### src/rtl/fsw_pkg.sv
package fsw_pkg;
  typedef enum logic [1:0] {
    ST_IDLE,
    ST_SCAN,
    ST_DEQ
  } fsw_state_e;
endpackage

### src/rtl/fsw_prefix_match.sv
module fsw_prefix_match #(
  parameter int ADDR_W = 8,
  parameter int PLEN_W = $clog2(ADDR_W + 1)
) (
  input  logic [ADDR_W-1:0] addr_i,
  input  logic [ADDR_W-1:0] base_i,
  input  logic [PLEN_W-1:0] plen_i,
  output logic              hit_o
);
  logic [ADDR_W-1:0] ones;
  logic [ADDR_W-1:0] mask;

  assign ones  = '1;
  assign mask  = ~(ones >> plen_i);
  assign hit_o = ((addr_i ^ base_i) & mask) == '0;
endmodule

### src/rtl/fsw_pair_decide.sv
module fsw_pair_decide #(
  parameter int NUM_PORTS   = 7,
  parameter int ADDR_W      = 8,
  parameter int UPLINK_PORT = 6,
  parameter int PLEN_W      = $clog2(ADDR_W + 1),
  parameter int IDX_W       = $clog2(NUM_PORTS)
) (
  input  logic [IDX_W-1:0]            dst_idx_i,
  input  logic [IDX_W-1:0]            src_idx_i,
  input  logic                        elig_i,
  input  logic [ADDR_W-1:0]           frame_dst_i,
  input  logic [ADDR_W-1:0]           self_addr_i,
  input  logic [NUM_PORTS*ADDR_W-1:0] remote_addr_i,
  input  logic [NUM_PORTS*PLEN_W-1:0] prefix_len_i,
  output logic                        fwd_o,
  output logic                        local_o
);
  localparam logic [NUM_PORTS-1:0] UP_BIT = NUM_PORTS'(1) << UPLINK_PORT;

  logic [NUM_PORTS-1:0] hit_vec;
  logic                 same_port;
  logic                 is_uplink;
  logic                 no_other_hit;

  for (genvar k = 0; k < NUM_PORTS; k++) begin : g_match
    fsw_prefix_match #(
      .ADDR_W(ADDR_W),
      .PLEN_W(PLEN_W)
    ) i_match (
      .addr_i(frame_dst_i),
      .base_i(remote_addr_i[k*ADDR_W +: ADDR_W]),
      .plen_i(prefix_len_i[k*PLEN_W +: PLEN_W]),
      .hit_o (hit_vec[k])
    );
  end

  assign same_port    = dst_idx_i == src_idx_i;
  assign is_uplink    = dst_idx_i == IDX_W'(UPLINK_PORT);
  assign no_other_hit = (hit_vec & ~UP_BIT) == '0;

  assign fwd_o   = elig_i && !same_port && (hit_vec[dst_idx_i] || (is_uplink && no_other_hit));
  assign local_o = elig_i && same_port && (frame_dst_i == self_addr_i);
endmodule

### src/rtl/fsw_forwarder.sv
module fsw_forwarder
  import fsw_pkg::*;
#(
  parameter int NUM_PORTS   = 7,
  parameter int ADDR_W      = 8,
  parameter int UPLINK_PORT = 6,
  parameter int PLEN_W      = $clog2(ADDR_W + 1),
  parameter int IDX_W       = $clog2(NUM_PORTS)
) (
  input  logic                        clk_i,
  input  logic                        rst_ni,
  input  logic [NUM_PORTS-1:0]        avail_i,
  input  logic [NUM_PORTS-1:0]        ready_i,
  input  logic [NUM_PORTS*ADDR_W-1:0] frame_dst_i,
  input  logic [NUM_PORTS*ADDR_W-1:0] remote_addr_i,
  input  logic [NUM_PORTS*PLEN_W-1:0] prefix_len_i,
  input  logic [NUM_PORTS*ADDR_W-1:0] switch_addr_i,
  output logic [NUM_PORTS-1:0]        send_o,
  output logic                        local_o,
  output logic [IDX_W-1:0]            src_o,
  output logic [NUM_PORTS-1:0]        deq_o
);
  localparam logic [IDX_W-1:0] LAST_IDX = IDX_W'(NUM_PORTS - 1);

  fsw_state_e           state_q;
  logic [IDX_W-1:0]     d_q, s_q;
  logic [NUM_PORTS-1:0] snap_q, tx_q;
  logic [NUM_PORTS-1:0] send_q, deq_q;
  logic                 local_q;
  logic [IDX_W-1:0]     src_q;

  logic                 elig, fwd, loc, stall;
  logic [ADDR_W-1:0]    cur_dst, cur_self;

  assign elig     = snap_q[s_q] && !tx_q[s_q];
  assign cur_dst  = frame_dst_i[s_q*ADDR_W +: ADDR_W];
  assign cur_self = switch_addr_i[s_q*ADDR_W +: ADDR_W];

  fsw_pair_decide #(
    .NUM_PORTS  (NUM_PORTS),
    .ADDR_W     (ADDR_W),
    .UPLINK_PORT(UPLINK_PORT),
    .PLEN_W     (PLEN_W),
    .IDX_W      (IDX_W)
  ) i_decide (
    .dst_idx_i    (d_q),
    .src_idx_i    (s_q),
    .elig_i       (elig),
    .frame_dst_i  (cur_dst),
    .self_addr_i  (cur_self),
    .remote_addr_i(remote_addr_i),
    .prefix_len_i (prefix_len_i),
    .fwd_o        (fwd),
    .local_o      (loc)
  );

  assign stall = fwd && !ready_i[d_q];

  always_ff @(posedge clk_i or negedge rst_ni) begin
    if (!rst_ni) begin
      state_q <= ST_IDLE;
      d_q     <= '0;
      s_q     <= '0;
      snap_q  <= '0;
      tx_q    <= '0;
      send_q  <= '0;
      deq_q   <= '0;
      local_q <= 1'b0;
      src_q   <= '0;
    end else begin
      send_q  <= '0;
      deq_q   <= '0;
      local_q <= 1'b0;
      unique case (state_q)
        ST_IDLE: begin
          if (|avail_i) begin
            snap_q  <= avail_i;
            tx_q    <= '0;
            d_q     <= '0;
            s_q     <= '0;
            state_q <= ST_SCAN;
          end
        end
        ST_SCAN: begin
          if (!stall) begin
            if (fwd) begin
              send_q    <= NUM_PORTS'(1) << d_q;
              src_q     <= s_q;
              tx_q[s_q] <= 1'b1;
            end
            if (loc) begin
              local_q   <= 1'b1;
              src_q     <= s_q;
              tx_q[s_q] <= 1'b1;
            end
            if (s_q == LAST_IDX) begin
              s_q <= '0;
              if (d_q == LAST_IDX) state_q <= ST_DEQ;
              else                 d_q     <= d_q + 1'b1;
            end else begin
              s_q <= s_q + 1'b1;
            end
          end
        end
        ST_DEQ: begin
          deq_q   <= snap_q;
          snap_q  <= '0;
          state_q <= ST_IDLE;
        end
        default: state_q <= ST_IDLE;
      endcase
    end
  end

  assign send_o  = send_q;
  assign local_o = local_q;
  assign src_o   = src_q;
  assign deq_o   = deq_q;

  AST_ONE_SEND: assert property (@(posedge clk_i) disable iff (!rst_ni)
    $countones(send_o) <= 1 && !(local_o && send_o != '0));

  AST_NO_HAIRPIN: assert property (@(posedge clk_i) disable iff (!rst_ni)
    send_o != '0 |-> !send_o[src_o]);

  AST_SRC_IN_SNAP: assert property (@(posedge clk_i) disable iff (!rst_ni)
    (send_o != '0 || local_o) |-> snap_q[src_o]);

  AST_DEQ_PULSE: assert property (@(posedge clk_i) disable iff (!rst_ni)
    deq_o != '0 |=> deq_o == '0 && send_o == '0 && !local_o);

  for (genvar k = 0; k < NUM_PORTS; k++) begin : g_ast_ready
    AST_SEND_READY: assert property (@(posedge clk_i) disable iff (!rst_ni)
      send_o[k] |-> $past(ready_i[k]));
  end
endmodule

### config.mk
export PLATFORM = sky130hd
export DESIGN_NAME = fsw_forwarder
export DESIGN_NICKNAME = d
export VERILOG_FILES = /design/src/rtl/fsw_pkg.sv /design/src/rtl/fsw_prefix_match.sv /design/src/rtl/fsw_pair_decide.sv /design/src/rtl/fsw_forwarder.sv
export SDC_FILE = /design/constraint.sdc
export NUM_CORES = 1
export LEC_CHECK = 0
export BUFFER_PORTS_ARGS = -buffer_cell sky130_fd_sc_hd__buf_2
export CORE_UTILIZATION = 30
export DETAILED_ROUTE_END_ITERATION = 10
export SYNTH_ARGS = -nofsm -noshare
export SYNTH_HDL_FRONTEND = slang
export SYNTH_SLANG_ARGS = --single-unit
### constraint.sdc
create_clock -name clk_i -period 3.5 [get_ports clk_i]
set_input_delay 0.175 -clock clk_i [delete_from_list [all_inputs] [get_ports clk_i]]
set_output_delay 0.175 -clock clk_i [all_outputs]
set_load 0.01 [all_outputs]
==> impl_metrics.tcl, run 1 <==
set metrics [dict create \
    drc_errors 0 \
    cts_hold_buf 0 \
    avgSynthCellArea_um2 8.60 \
    syn_area_um2 4220 \
    viasPerCell 5.20 \
    final_common_cell "buf_2" \
    fin_crit_sh_pct 104 \
    cts-htree-levels 2 \
    rows 42 \
    ir_drop_mv 0.471 \
    die_area_um2 14600 \
    vias 4869 \
    dpl.hpwl_um 13500 \
    final_util_pct 46.3 \
    tightest_slew_ns 0.904 \
    die_width_um 121 \
    routed_wl_um 16400 \
    min_period_ns 3.65 \
    setup_slack_ns -0.150 \
    cts_tree "done" \
    final_cell_area_um2 6260 \
    drive_gt1_share_pct 46.0 \
    violations "setup timing" \
    synth_ff_type "dfrtp_1" \
    finalSetupViolCount 12 \
    first_pass_iters 4 \
    ys_warn_count 0 \
    antenna_cells 0 \
    clk_pin_slew_ns 0.06 \
    rsz0062_at_grt "yes" \
    final_antenna_net_count 0 \
    yosysSeqAreaShare_pct 23.7 \
    cp-end-kind "flip-flop" \
    cpPeakStageDelay_ns 0.53 \
    cp.buffers_inverters 3 \
    die_h_um 121 \
    design.core.area_um2 13500 \
    final_cells 937 \
    slew_viol_final 0 \
    grt_pass1_wl_um 25500 \
    hold_class "input port to async pin" \
    crit_required_ns 3.71 \
    mappedNetlistNets 708 \
    slowest_stage "or4_4" \
    critPathKind "flip-flop to flip-flop" \
    worst_setup_path_start_kind "flip-flop" \
    synth_seq_cells 40 \
    crit_fanout 12 \
    clk_path_buf_depth 2 \
    boundaryPins 230 \
    grt-ovfl-total 0 \
    outcome "complete, but fails checks" \
    antenna_found_initial 0 \
    track_usage_pct 22.3 \
    wl_per_cell_um 17.4 \
    crit_family "compound AO/OA/AOI/OAI gates" \
    first_global_vias 5013 \
    grt_max_degree 41 \
    skew_ns 0.00790 \
    globalplace.congestion 0.929 \
    power_density_nw_per_um2 814 \
    clock_sinks 40 \
    fmax_mhz 274 \
    areaGrowthSynthToFinish_pct 48.2 \
    p_leak_nw 2.94 \
    clk_latency_ns 0.28 \
    io_buffers 229 \
    async_reset_ff_share_pct 100 \
    finalHoldViolCount 0 \
    cap_viol_max_count 0 \
    root_buffer "clkbuf_16" \
    syn_inst 491 \
    synth_cell_type_count 66 \
    arrival_ns 3.86 \
    relSlewSlack_pct 39.7 \
    synth_edf_count 0 \
    layout_common_cells "229 x buf_2, 58 x buf_4, 42 x xnor2_1" \
    start_util_pct 31.3 \
    place_area_um2 5830 \
    first_iter_violations 310 \
    cts_buffers 5 \
    path_cells "buf_12 > mux2_4 > a21oi_2 > o221a_1 > buf_12 > xor2_2 > o22ai_1 > or4_4 > a211oi_2 > a21boi_2 > nand4b_4 > a41oi_1 > buf_4 > or3b_4 > a21oi_2" \
    nNetsFinal 977 \
    place_inst 913 \
]
==> area by class of cell <==
class / instances / area (µm²)
Clock buffer: 5 / 125
Clock inverter: 3 / 46.3
Fill cell: 1339 / 7250
Inverter: 11 / 41.3
Multi-Input combinational cell: 409 / 3140
Sequential cell: 40 / 1000
Tap cell: 176 / 220
Timing Repair Buffer: 293 / 1680
==> synthesized netlist by cell type (5+ instances only) <==
cell type	count	area share (%)
o221ai_1	6	1.2
o31ai_1	6	1.1
mux2_1	5	1.3
buf_1	5	0.44
xor2_1	22	4.6
inv_1	10	0.89
nand2b_1	5	0.74
o21a_1	10	1.8
nor3_1	9	1.1
ha_1	5	1.5
nor4_1	8	1.2
mux2i_1	22	5.2
a22oi_1	12	2.1
nand2_1	38	3.4
buf_4	5	0.89
and2_1	16	2.4
a32oi_1	7	1.5
nor2b_1	8	1.2
dfrtp_1	40	24
buf_2	8	0.95
nor3b_1	7	1.2
nand3_1	12	1.4
nor2_1	31	2.8
o22ai_1	11	1.6
clkbuf_1	9	0.80
xnor2_1	42	8.7
mux4_2	5	2.7
a31oi_1	11	1.6
and3_1	8	1.2
a211oi_1	7	1.2
o21ai_0	18	2.1
a21oi_1	21	2.5
==> power by group <==
| group | switching [mW] | total (mW) | internal [mW] |
|---|---|---|---|
| Clock | 0.191 | 0.530 | 0.339 |
| Sequential | 0.120 | 0.710 | 0.590 |
| Combinational | 1.95 | 3.85 | 1.90 |
| Total | 2.26 | 5.09 | 2.83 |
==> final timing paths <==
check	start	end	slack (ns)	depth (start not counted)
worst max-delay path	s_q[1]$_DFFE_PN0P_	tx_q[1]$_DFFE_PN0P_	-0.15	15
worst min-delay path	rst_ni	deq_o[2]$_DFF_PN0_	0.03	1
worst max register to register	s_q[1]$_DFFE_PN0P_	tx_q[1]$_DFFE_PN0P_	-0.15	15
worst min register to register	src_o[0]$_DFFE_PN0P_	src_o[0]$_DFFE_PN0P_	0.49	1
max in group asynchronous	rst_ni	s_q[0]$_DFFE_PN0P_	2.86	1
min in group clk_i	avail_i[5]	snap_q[5]$_DFFE_PN0P_	0.11	3
==> flip-flops by register name, summed over array words and instances (netlist names) <==
| register | flops |
|---|---|
| snap_q | 7 |
| src_o | 3 |
| local_o | 1 |
| deq_o | 7 |
| send_o | 7 |
| tx_q | 7 |
| d_q | 3 |
| s_q | 3 |
| state_q | 2 |
==> cell families (layout without fill, tap and decap cells) <==
| kind of cell | Yosys count | after routing | synth area share (%) |
|---|---|---|---|
| compound gates | 146 | 146 | 26.0 |
| xor+xnor | 65 | 65 | 13.7 |
| fa+ha+maj | 5 | 5 | 1.48 |
| buf+inv | 42 | 312 | 5.13 |
| flops | 40 | 40 | 23.7 |
| mux | 37 | 37 | 10.7 |
| simple gates | 156 | 156 | 19.3 |
==> through the flow <==
step	power, mW	setup slack (ns)	hold WS [ns]	setup TNS [ns]
6_report	5.09	-0.150	0.0275	-0.951
5_1_grt	5.49	-0.301	0.101	-3.40
4_1_cts	4.93	-0.126	0.0569	-0.510
3_5_place_dp	4.27	-0.193	0.358	-0.828
3_3_place_gp	4.23	-0.0896	0.331	-0.155
2_1_floorplan	3.04	0.152	-0.121	0
==> timing repair <==
item                       in CTS  in global routing
gates resized for setup         9                 19
setup endpoints to repair      20                 23
setup buffers                   8                  8
pin swaps                       1                  7
==> per-layer routing <==
metal | vias to the layer above | global-route usage, % | part of all wire, %
met1 | 2259 | 28.6 | 43
met4 | 0 | 5.40 | 2.1
met2 | 222 | 38.5 | 49
met3 | 24 | 4.10 | 6.5
li1 | 2364 | - | -
met5 | - | 0 | 0
Power figures use the tool's default switching activity.
==> run 2, diff against run 1 <==
Clock period 3.5 ns to 4.5 ns, I/O delays scaled along.
==> run 2 against run 1 <==
The flow now finishes without violations. Maximum frequency decreased by 9.6%. First-iteration DRC count down 9.4%. Non-clock buffer count down 49. Core utilization is 4.4 points lower. Global-route usage fell by 0.73 points. Sequential share of layout area is 1.7 points higher. Clock power fell by 36%. Cell area down 9.4%. Die area is the same. Via count is 2.9% lower. Wire length fell by 4.8%. Total power shrank 35%.
==> impl_metrics.tcl, run 2 (synthesis results as in run 1) <==
set metrics [dict create \
    grt-ovfl-total 0 \
    gr-usage-met3_pct 2.26 \
    finalSetupViolCount 0 \
    fmax_mhz 248 \
    worst_setup_path_start_kind "flip-flop" \
    grt_pass1_wl_um 24300 \
    met1_usage_pct 28.1 \
    fill_cells 1369 \
    die_area_um2 14600 \
    first_iter_violations 281 \
    viasPerCell 5.32 \
    areaGrowthSynthToFinish_pct 34.2 \
    relSlewSlack_pct 40.9 \
    final_antenna_net_count 0 \
    drive_gt1_share_pct 39.0 \
    start_util_pct 31.3 \
    clk_latency_ns 0.28 \
    final_common_cell "buf_2" \
    antenna_found_initial 0 \
    crit_required_ns 4.71 \
    outcome "finished clean" \
    crit_fanout 27 \
    clk_path_buf_depth 2 \
    grt_max_degree 41 \
    arrival_ns 4.25 \
    ctsResizeCount 0 \
    antenna_cells 0 \
    die_h_um 121 \
    critPathKind "flip-flop to flip-flop" \
    p_leak_nw 2.61 \
    busiest_layer "met2" \
    clock_sinks 40 \
    min_period_ns 4.04 \
    wl_per_cell_um 17.5 \
    finalHoldViolCount 0 \
    clk_pin_slew_ns 0.06 \
    globalplace.congestion 0.950 \
    boundaryPins 230 \
    power_density_nw_per_um2 581 \
    tightest_slew_ns 0.886 \
    slew_viol_final 0 \
    final_util_pct 42.0 \
    cts-htree-levels 2 \
    finalSetupTns_ns 0 \
    cap_viol_max_count 0 \
    fin_crit_sh_pct 89.8 \
    root_buffer "clkbuf_16" \
    cts_tree "done" \
    track_usage_pct 21.6 \
    cts_setup_buffers 0 \
    multi_input_area_um2 3010 \
    cts_buffers 5 \
    layout_common_cells "229 x buf_2, 42 x xnor2_1, 38 x nand2_1" \
    met2_usage_pct 38.5 \
    vias 4727 \
    first_global_vias 4662 \
    first_pass_iters 5 \
    whs_ns 0.0683 \
    cts_hold_buf 0 \
    routed_wl_um 15600 \
    io_buffers 229 \
    design.core.area_um2 13500 \
    die_width_um 121 \
    hold_class "input port to async pin" \
    skew_ns 0.00947 \
    rsz0062_at_grt "no" \
    dpl.hpwl_um 13000 \
    seq_area_um2 1000 \
    drc_errors 0 \
    rows 42 \
    nNetsFinal 928 \
    cp-end-kind "flip-flop" \
    ir_drop_mv 0.263 \
]
run 2: power breakdown:
group          internal [mW]  switching [mW]  total (mW)  leakage, nW
logic                   1.05            1.34        2.39         2.02
clock network          0.205           0.133       0.338       0.0679
registers              0.459           0.105       0.564        0.523
total                   1.71            1.58        3.29         2.61
run 2: cell type report:
cell class | instances | share of cell area, %
sequential | 40 | 17.7
clock inverter | 1 | 0.0883
inverter | 11 | 0.728
clock buffer | 7 | 2.34
tap | 176 | 3.89
multi-input combinational | 409 | 53.0
timing repair buffer | 244 | 22.2
run 2: routing by layer:
metal  vias to the layer above  wire length, µm
met1                      2230             6690
li1                       2269                -
met5                         -                0
met4                         0              181
met2                       213             7720
met3                        15              968
run 2: critical path, cell delays in order, from the launching register on:
cell and delay, ns:
dfrtp_2 0.37, buf_4 0.33, nor2b_1 0.13, buf_4 0.18, a32oi_1 0.31, o221ai_4 0.31
xnor2_1 0.25, o22ai_1 0.11, or4_4 0.55, a211oi_2 0.19, a21boi_1 0.19, nand4b_2 0.22
a41oi_1 0.14, buf_4 0.21, or3b_1 0.34, a21oi_1 0.14
run 2: path summary, 6_finish.rpt:
check	slack [ns]	endpoint	startpoint	depth (start not counted)
setup / recovery	0.46	tx_q[1]$_DFFE_PN0P_	s_q[0]$_DFFE_PN0P_	15
hold / removal	0.07	tx_q[5]$_DFFE_PN0P_	rst_ni	1
setup reg to reg	0.46	tx_q[1]$_DFFE_PN0P_	s_q[0]$_DFFE_PN0P_	15
hold reg to reg	0.48	tx_q[2]$_DFFE_PN0P_	tx_q[2]$_DFFE_PN0P_	2
max in group asynchronous	3.83	s_q[0]$_DFFE_PN0P_	rst_ni	1
min in group clk_i	0.17	snap_q[0]$_DFFE_PN0P_	avail_i[0]	3
run 2: stage by stage:
stage | total power [mW] | std cells | instance area (µm²) | setup slack (ns)
2_1_floorplan | 2.36 | 491 | 4220 | 1.15
3_3_place_gp | 2.92 | 880 | 5530 | 0.553
3_5_place_dp | 2.96 | 880 | 5530 | 0.506
4_1_cts | 3.31 | 888 | 5670 | 0.475
5_1_grt | 3.57 | 888 | 5670 | 0.265
6_report | 3.29 | 888 | 5670 | 0.461
==> run 3, diff against run 2 <==
Settings changed: CTS_CLUSTER_SIZE from default to 20, PLACE_DENSITY from default to 0.7.
==> run 3 against run 2 <==
Setup slack improved by 0.057 ns. Hold slack got worse by 0.0018 ns. Cell area up 0.66%. Flip-flop and latch count is the same. Maximum frequency increased by 1.4%. Die area unchanged. Clock skew is 0.0039 ns lower. Sequential share of layout area fell by 0.12 points. Non-clock buffer count shrank 1. Wire length down 3.8%. Critical path type unchanged. Critical endpoint unchanged. Largest power group unchanged.
==> impl_metrics.tcl, run 3 (synthesis results as in run 1) <==
set metrics [dict create \
    outcome "finished clean" \
    boundaryPins 230 \
    crit_required_ns 4.71 \
    die_area_um2 14600 \
    antenna_cells 0 \
    cpPeakStageDelay_ns 0.64 \
    rsz0062_at_grt "no" \
    globalplace.congestion 0.889 \
    p_leak_nw 2.63 \
    first_pass_iters 4 \
    ctsResizeCount 0 \
    fmax_mhz 251 \
    clk_latency_ns 0.28 \
    cts-htree-levels 2 \
    clk_path_buf_depth 2 \
    wl_per_cell_um 16.9 \
    rows 42 \
    p_int_mw 1.79 \
    place_inst 879 \
    arrival_ns 4.19 \
    clk_pin_slew_ns 0.06 \
    routed_wl_um 15000 \
    clkPwrFrac_pct 12.6 \
    final_cell_area_um2 5710 \
    dp_slack_ns 0.498 \
    finalSetupTns_ns 0 \
    clock_sinks 40 \
    power_density_nw_per_um2 586 \
    track_usage_pct 20.6 \
    nNetsFinal 927 \
    switching_share_pct 46.3 \
    skew_ns 0.00557 \
    cp-end-kind "flip-flop" \
    crit_family "simple AND/OR/NAND/NOR gates" \
    cap_viol_max_count 0 \
    hold_class "input port to async pin" \
    min_period_ns 3.98 \
    setup_slack_ns 0.518 \
    slowest_stage "dfrtp_2" \
    final_common_cell "buf_2" \
    place_area_um2 5520 \
    dpl.hpwl_um 12300 \
    seq_area_um2 1000 \
    drive_gt1_share_pct 39.2 \
    layout_common_cells "229 x buf_2, 42 x xnor2_1, 38 x nand2_1" \
    final_util_pct 42.2 \
    start_util_pct 31.3 \
    grt-ovfl-total 0 \
    viasPerCell 5.19 \
    die_h_um 121 \
    power_switching_mw 1.55 \
    io_buffers 229 \
    seqPwrFrac_pct 17.6 \
    tightest_slew_ns 0.883 \
    design.core.area_um2 13500 \
    areaGrowthSynthToFinish_pct 35.1 \
    final_cells 887 \
    critPathKind "flip-flop to flip-flop" \
    worst_setup_path_start_kind "flip-flop" \
    fill_cells 1380 \
    multi_input_area_um2 3010 \
    cts_buffers 5 \
    first_iter_violations 208 \
    finalSetupViolCount 0 \
    path_cells "nor2b_1 > a32oi_1 > o221a_1 > xor2_2 > o22ai_1 > or4_4 > a211oi_2 > a21boi_1 > nand4b_2 > a41oi_1 > buf_4 > or3b_1 > a21oi_1" \
    cts_hold_buf 0 \
    vias 4604 \
    comb_power_share_pct 69.8 \
    relSlewSlack_pct 41.1 \
    whs_ns 0.0664 \
    grt_pass1_wl_um 23300 \
    cp.buffers_inverters 1 \
    final_antenna_net_count 0 \
    drc_errors 0 \
    cts_setup_buffers 0 \
    finalHoldViolCount 0 \
    crit_fanout 23 \
    root_buffer "clkbuf_16" \
    ir_drop_mv 0.260 \
    slew_viol_final 0 \
    die_width_um 121 \
    first_global_vias 4542 \
    p_total_mw 3.34 \
    cts_tree "done" \
    antenna_found_initial 0 \
    fin_crit_sh_pct 88.5 \
    grt_max_degree 41 \
]
## run 3: worst reg2reg max path: stages (launching register included)
cell	delay, ns
dfrtp_2	0.64
nor2b_1	0.54
a32oi_1	0.21
o221a_1	0.31
xor2_2	0.17
o22ai_1	0.08
or4_4	0.53
a211oi_2	0.19
a21boi_1	0.18
nand4b_2	0.22
a41oi_1	0.13
buf_4	0.21
or3b_1	0.35
a21oi_1	0.14
## run 3: cell type report
cell class                 instances  area share [%]
clock buffer                       7            2.68
clock inverter                     1           0.526
inverter                          11           0.724
multi-input combinational        409            52.7
sequential                        40            17.6
tap                              176            3.86
timing repair buffer             243            21.9
## run 3: power groups by stage
stage,logic (mW),clock network [mW],registers [mW]
2_1_floorplan,1.84,0,0.519
3_3_place_gp,2.33,0,0.591
3_5_place_dp,2.34,0,0.594
4_1_cts,2.35,0.434,0.589
5_1_grt,2.58,0.443,0.606
6_report,2.33,0.422,0.589
## run 3: worst paths after layout
kind	from	end	slack [ns]	depth (start not counted)
max reg2reg	s_q[0]$_DFFE_PN0P_	tx_q[1]$_DFFE_PN0P_	0.52	13
max	s_q[0]$_DFFE_PN0P_	tx_q[1]$_DFFE_PN0P_	0.52	13
min in group clk_i	avail_i[5]	snap_q[5]$_DFFE_PN0P_	0.15	3
max in group asynchronous	rst_ni	s_q[0]$_DFFE_PN0P_	3.83	1
min reg2reg	tx_q[3]$_DFFE_PN0P_	tx_q[3]$_DFFE_PN0P_	0.49	1
min	rst_ni	deq_o[2]$_DFF_PN0_	0.07	1
## run 3: routing by layer
| layer | track usage, % | share of wire (%) | vias to the layer above |
|---|---|---|---|
| met5 | 0 | 0 | - |
| met4 | 4.63 | 1.4 | 0 |
| met1 | 25.9 | 42 | 2119 |
| met3 | 3.07 | 6.6 | 19 |
| met2 | 36.9 | 50 | 202 |
| li1 | - | - | 2264 |
